--- src/rtl/cp0_regs.sv ---
module cp0_regs #(
  parameter int          TLB_ENTRIES = 16,
  parameter logic [9:0]  CPU_NUM     = 10'h3A5,
  parameter logic [31:0] SYNCI_STEP  = 32'd32,
  parameter logic [31:0] CC_RES      = 32'd2
) (
  input  logic        clk,
  input  logic        rst_n,
  input  logic        wr_en,
  input  logic [4:0]  wr_sel,
  input  logic [31:0] wr_data,
  input  logic [4:0]  rd_sel,
  output logic [31:0] rd_data,
  input  logic        eret,
  input  logic        di,
  input  logic        ei,
  output logic [31:0] status_old,
  output logic        pc_load,
  output logic [31:0] pc_target,
  output logic        ll_clear,
  output logic        tlb_flush,
  output logic        irq_recheck,
  input  logic        hw_rd,
  input  logic [1:0]  hw_num,
  input  logic [31:0] count_in,
  output logic [31:0] hw_data,
  input  logic        fpu_op,
  output logic        exc_req,
  output logic [4:0]  exc_code,
  output logic [1:0]  exc_cop
);
  localparam int IW = (TLB_ENTRIES > 1) ? $clog2(TLB_ENTRIES) : 1;
  localparam logic [4:0] S_INDEX = 5'd0, S_WIRED = 5'd1, S_HWRENA = 5'd2,
                         S_EHI = 5'd3, S_STATUS = 5'd4, S_CAUSE = 5'd5,
                         S_EPC = 5'd6, S_ERREPC = 5'd7, S_EBASE = 5'd8;
  localparam logic [31:0] STATUS_MASK = 32'hFA78FF01;
  localparam logic [31:0] CAUSE_WMASK = 32'h00C00300;
  localparam logic [4:0]  EXC_RI = 5'd10, EXC_CPU = 5'd11;

  logic [IW-1:0] index_q, wired_q;
  logic [3:0]    hwrena_q;
  logic [31:0]   ehi_q, status_q, cause_q, epc_q, errorepc_q;
  logic [17:0]   ebase_q;
  logic          um_q, erl_q, exl_q;

  logic [31:0] status_rd, ebase_rd;
  assign status_rd = status_q | {27'd0, um_q, 1'b0, erl_q, exl_q, 1'b0};
  assign ebase_rd  = {2'b10, ebase_q, 2'b00, CPU_NUM};

  logic wr_ehi, wr_cause;
  assign wr_ehi   = wr_en && (wr_sel == S_EHI);
  assign wr_cause = wr_en && (wr_sel == S_CAUSE);

  always_ff @(posedge clk or negedge rst_n) begin
    if (!rst_n) begin
      index_q    <= '0;
      wired_q    <= '0;
      hwrena_q   <= '0;
      ehi_q      <= '0;
      status_q   <= '0;
      cause_q    <= '0;
      epc_q      <= '0;
      errorepc_q <= '0;
      ebase_q    <= '0;
      um_q       <= 1'b0;
      erl_q      <= 1'b1;
      exl_q      <= 1'b0;
    end else begin
      if (wr_en) begin
        case (wr_sel)
          S_INDEX:  index_q    <= wr_data[IW-1:0];
          S_WIRED:  wired_q    <= wr_data[IW-1:0];
          S_HWRENA: hwrena_q   <= wr_data[3:0];
          S_EHI:    ehi_q      <= wr_data & ~32'h00001F00;
          S_STATUS: begin
            status_q <= wr_data & STATUS_MASK;
            um_q     <= wr_data[4];
            erl_q    <= wr_data[2];
            exl_q    <= wr_data[1];
          end
          S_CAUSE:  cause_q    <= (cause_q & ~CAUSE_WMASK) | (wr_data & CAUSE_WMASK);
          S_EPC:    epc_q      <= wr_data;
          S_ERREPC: errorepc_q <= wr_data;
          S_EBASE:  ebase_q    <= wr_data[29:12];
          default: ;
        endcase
      end
      if (eret) begin
        if (erl_q) erl_q <= 1'b0;
        else       exl_q <= 1'b0;
      end
      if (di) status_q[0] <= 1'b0;
      if (ei) status_q[0] <= 1'b1;
    end
  end

  always_comb begin
    case (rd_sel)
      S_INDEX:  rd_data = 32'(index_q);
      S_WIRED:  rd_data = 32'(wired_q);
      S_HWRENA: rd_data = {28'd0, hwrena_q};
      S_EHI:    rd_data = ehi_q;
      S_STATUS: rd_data = status_rd;
      S_CAUSE:  rd_data = cause_q;
      S_EPC:    rd_data = epc_q;
      S_ERREPC: rd_data = errorepc_q;
      S_EBASE:  rd_data = ebase_rd;
      default:  rd_data = '0;
    endcase
  end

  assign status_old  = status_rd;
  assign pc_load     = eret;
  assign ll_clear    = eret;
  assign pc_target   = erl_q ? errorepc_q : epc_q;
  assign tlb_flush   = wr_ehi && (wr_data[7:0] != ehi_q[7:0]);
  assign irq_recheck = wr_cause && (wr_data[9:8] != 2'b00);

  logic rdhwr_fault, cu_fault;
  logic [31:0] hw_val;
  assign rdhwr_fault = hw_rd && !hwrena_q[hw_num];
  assign cu_fault    = fpu_op && !status_q[29];

  always_comb begin
    case (hw_num)
      2'd0:    hw_val = ebase_rd & 32'h000002FF;
      2'd1:    hw_val = SYNCI_STEP;
      2'd2:    hw_val = count_in;
      default: hw_val = CC_RES;
    endcase
  end

  assign hw_data  = (hw_rd && !rdhwr_fault) ? hw_val : 32'd0;
  assign exc_req  = rdhwr_fault || cu_fault;
  assign exc_code = cu_fault ? EXC_CPU : (rdhwr_fault ? EXC_RI : 5'd0);
  assign exc_cop  = cu_fault ? 2'd1 : 2'd0;
endmodule


--- config.mk ---
export PLATFORM = sky130hd
export DESIGN_NAME = cp0_regs
export DESIGN_NICKNAME = d
export VERILOG_FILES = /design/src/rtl/cp0_regs.sv
export SDC_FILE = /design/constraint.sdc
export NUM_CORES = 1
export LEC_CHECK = 0
export BUFFER_PORTS_ARGS = -buffer_cell sky130_fd_sc_hd__buf_2
export CORE_MARGIN = 2
export CORE_UTILIZATION = 40
export DETAILED_ROUTE_END_ITERATION = 8
export PLACE_DENSITY_LB_ADDON = 0.2
export SYNTH_ARGS = -nofsm -noshare
export SYNTH_HDL_FRONTEND = slang
export SYNTH_SLANG_ARGS = --single-unit
--- constraint.sdc ---
create_clock -name clk -period 1.45 [get_ports clk]
set_input_delay 0.0725 -clock clk [delete_from_list [all_inputs] [get_ports clk]]
set_output_delay 0.0725 -clock clk [all_outputs]
set_load 0.005 [all_outputs]
==> key figures <==
Power
  – Internal Power: 0.0101 W
  – Leak: approximately 5.8 nW
  – Clock share of power: a little under a third
  – Switch share: 28.4%
  – Reg power frac: around two fifths
  – Worst VDD drop: 836 uV
  – P per Cell Area: ~1200 mW/mm^2
  – Combinational fraction of design power: 29.1%
  – Psw: between 0.004 and 0.005 W

Synth
  – Top cell type's share of synthesized area: 48.6%
  – Synth area leader: dfrtp_1
  – Seq/Total Area, Yosys: 48.9%
  – Number of flops mapped to enable cells by yosys: 0
  – Cells after synthesis: 614
  – Synth unique cells: 42
  – Number of synthesized register bits: 147
  – Syn. warnings: 0
  – Mean post-synth cell area: between 10 and 15 sq um
  – Synth top area cells: dfrtp_1 (49%), mux2_1 (20%), mux2_2 (7.5%)
  – Synth Flop Type: dfrtp_1
  – Post-synth ARST share: 100%
  – Post-Synthesis Cell Area: 0.00752 sq mm

Worst setup path
  – CP Cell Sequence: mux4_2 -> a222oi_1 -> inv_1 -> buf_2
  – Worst reg2reg path depth: 3
  – Crit path max fanout: 2
  – Crit-path slowest cell: mux4_2
  – Max stage delay on crit path: between 400 and 500 ps
  – Reg2reg setup slack: 140 ps
  – Worst reg2reg startpoint: status_q[0]
  – CP Data Required Time: 1380 ps
  – CP Capture Type: output port
  – R2R Path End: status_q[0]
  – Crit path kind: reg2out
  – Crit start category: flip-flop
  – Worst Path Arrival: 1830 ps

Clock network
  – CTS buffer count: 17
  – Clock latency on the worst-skew pair: about 420 ps
  – H-tree depth: 4
  – CTS tree: done
  – Clock transition at path regs: 60 ps
  – Clock sink total: ~150
  – Max clock buf depth: 2
  – CTS root buf: clkbuf_16

Drt
  – Total number of vias: 6,128
  – Post-DR wirelength/cell: 21.2 um
  – Vias per cell: 5.31
  – DRT antenna net count: 0
  – First drt pass iteration count: 5
  – Drt drc: 0
  – Final wirelength: 24,500 um
  – Initial drt markers: ~260

Die
  – Die ar.: 0.0199 sq mm
  – Effective utilization at floorplan: 40.5%
  – I/O pin cnt: 224
  – Row count: 50
  – Core area: ~0.019 sq mm
  – Die width: 141 um
  – Die Y: 141 um

Timing
  – Minimum clock period: 1900 ps
  – Min Hold Slack: around 23 ps
  – Setup_tns: -25,260 ps
  – RSZ-0062 raised after global routing: yes
  – Final Hold Viols: 0
  – Clock Skew: 0.140 ps
  – Final setup margin: -448 ps
  – Setup violators final: 99
  – Slew Limit Fails: 0
  – FMAX: 527 MHz
  – Final worst path period share: 131%

Global routing
  – Largest net degree at the start of global routing: 51
  – Vias in the first global route: 6,555
  – Initial antenna violation count: 0
  – Remaining Overflow, GRT: 0
  – Global-route usage over all layers: 24.5%
  – First-pass GRT wire length: 36,800 um

Finish
  – FF+latch area: 0.00368 sq mm
  – Multi-input gate area: 0.00398 sq mm
  – Area delta synth->final: 50.7%
  – ANT cells: 0
  – Design area: 0.0113 sq mm
  – Fillers: 1,529
  – Fin nets: 993
  – Layout cell share with drive strength beyond 1: roughly 48%
  – Final Core Density: 61.0%

Placed design
  – IO Port Bufs: between 200 and 250
  – Routability cong.: a little over 0.8
  – Dpl cell area: ~0.0092 sq mm
  – Hpwl dp: 15,600 um

Run status
  – Failing checks: setup timing
  – Status: finished, violations left

Min path
  – Hold endpoint: errorepc_q[0]
  – WHS Path Cells: 2
  – Hold_sp: wr_data[0]
  – Min-delay worst type: in2reg

Job
  – Number of max-cap violations: 0
-- registers in the layout (all words and copies together), names as in the netlist --
register / count
exl_q: 1
index_q: 4
hwrena_q: 4
errorepc_q: 32
epc_q: 32
wired_q: 4
cause_q: 4
um_q: 1
status_q: 19
ehi_q: 27
erl_q: 1
ebase_q: 18
-- through the flow --
stage / total power [W] / setup WS (ps) / cells
after detailed placement: 0.00824 / -141 / 1062
after floorplan: 0.00689 / 18.0 / 626
after global placement: 0.00813 / -151 / 1062
final: 0.0141 / -448 / 1155
after global routing: 0.0147 / -492 / 1155
after CTS: 0.0139 / -455 / 1156
-- cells in the final DEF, fill, tap and decap left out, types with 8 or more instances in the layout --
master / count
buf_4: 37
clkbuf_16: 19
a22oi_1: 29
a22oi_2: 19
nand3_2: 11
xor2_1: 8
dfrtp_1: 146
buf_6: 52
mux2_1: 132
mux2_4: 35
buf_12: 24
inv_1: 9
buf_2: 170
nor2_1: 13
dlygate4sd3_1: 34
conb_1: 13
nand2_4: 13
nand2_1: 24
mux2i_1: 9
mux2_2: 15
and2_1: 26
-- worst max-delay path: cells and delay by family (launching register included) --
family	cells	cell delay [ps]
compound gates	1	350
flops	1	390
buf+inv	2	200
mux	1	460
-- cells by family (layout without fill, tap and decap cells) --
family / count (synthesis) / in the layout / synth area share, %
mux: 193 / 193 / 29.1
xor+xnor: 8 / 8 / 0.932
compound gates: 75 / 75 / 6.92
flops: 147 / 147 / 48.9
simple gates: 119 / 119 / 8.50
buf+inv: 71 / 366 / 5.59
other cells: 1 / 13 / 0.0499
-- layer usage --
| metal | global-route usage (%) | part of all wire (%) | up-vias |
|---|---|---|---|
| met2 | 42.5 | 51 | 245 |
| met4 | 8.53 | 2.2 | 0 |
| met1 | 30.0 | 42 | 3076 |
| met3 | 5.88 | 5.4 | 35 |
| li1 | - | - | 2772 |
| met5 | 0 | 0 | - |
-- cell type report --
type,instances,share of cell area [%]
Tap cell,234,2.58
Timing Repair Buffer,326,24.3
Multi-Input combinational cell,408,35.1
Inverter,9,0.298
Clock inverter,10,1.10
Sequential cell,147,32.5
Clock buffer,21,4.15
-- power groups by stage --
stage / combinational [W] / sequential [W] / clock (W)
finish: 0.00411 / 0.00555 / 0.00447
global route: 0.00438 / 0.00566 / 0.00469
floorplan: 0.00153 / 0.00536 / 0
CTS: 0.00387 / 0.00550 / 0.00453
detailed placement: 0.00271 / 0.00553 / 0
global placement: 0.00265 / 0.00547 / 0
-- synth_stat cells, drive strengths merged, types with 2 or more instances --
cell type  count
and3           2
xor2           8
mux2i          9
inv            9
nand2b         2
buf           57
a22oi         48
dfrtp        146
and2          29
nor2          14
o21ai          6
mux2         182
a31oi          2
nand4          4
nor4           4
mux4           2
a21oi         12
nor2b          4
nor3           4
clkbuf         5
nand3         13
o21bai         2
nand2         38
-- worst max-delay path by stage --
| stage | from | to | slack (ps) | depth (start not counted) |
|---|---|---|---|---|
| 5_1_grt | hwrena_q[0] | hw_data[10] | -490 | 6 |
| 2_1_floorplan | erl_q | pc_target[10] | 20 | 3 |
| 3_3_place_gp | rd_sel[0] | rd_data[3] | -150 | 9 |
| 6_report | hwrena_q[3] | rd_data[3] | -450 | 4 |
| 4_1_cts | ehi_q[3] | rd_data[3] | -460 | 4 |
| 3_5_place_dp | hwrena_q[3] | rd_data[3] | -140 | 5 |
-- repair_timing --
item	CTS	global route
pin swaps	31	16
buffers inserted	22	4
gates cloned	8	2
setup endpoints to repair	100	101
endpoints found under the hold margin	276	0
hold buffers	34	0
resized for setup	133	53
Note: power is estimated with default switching activity, not from simulation.
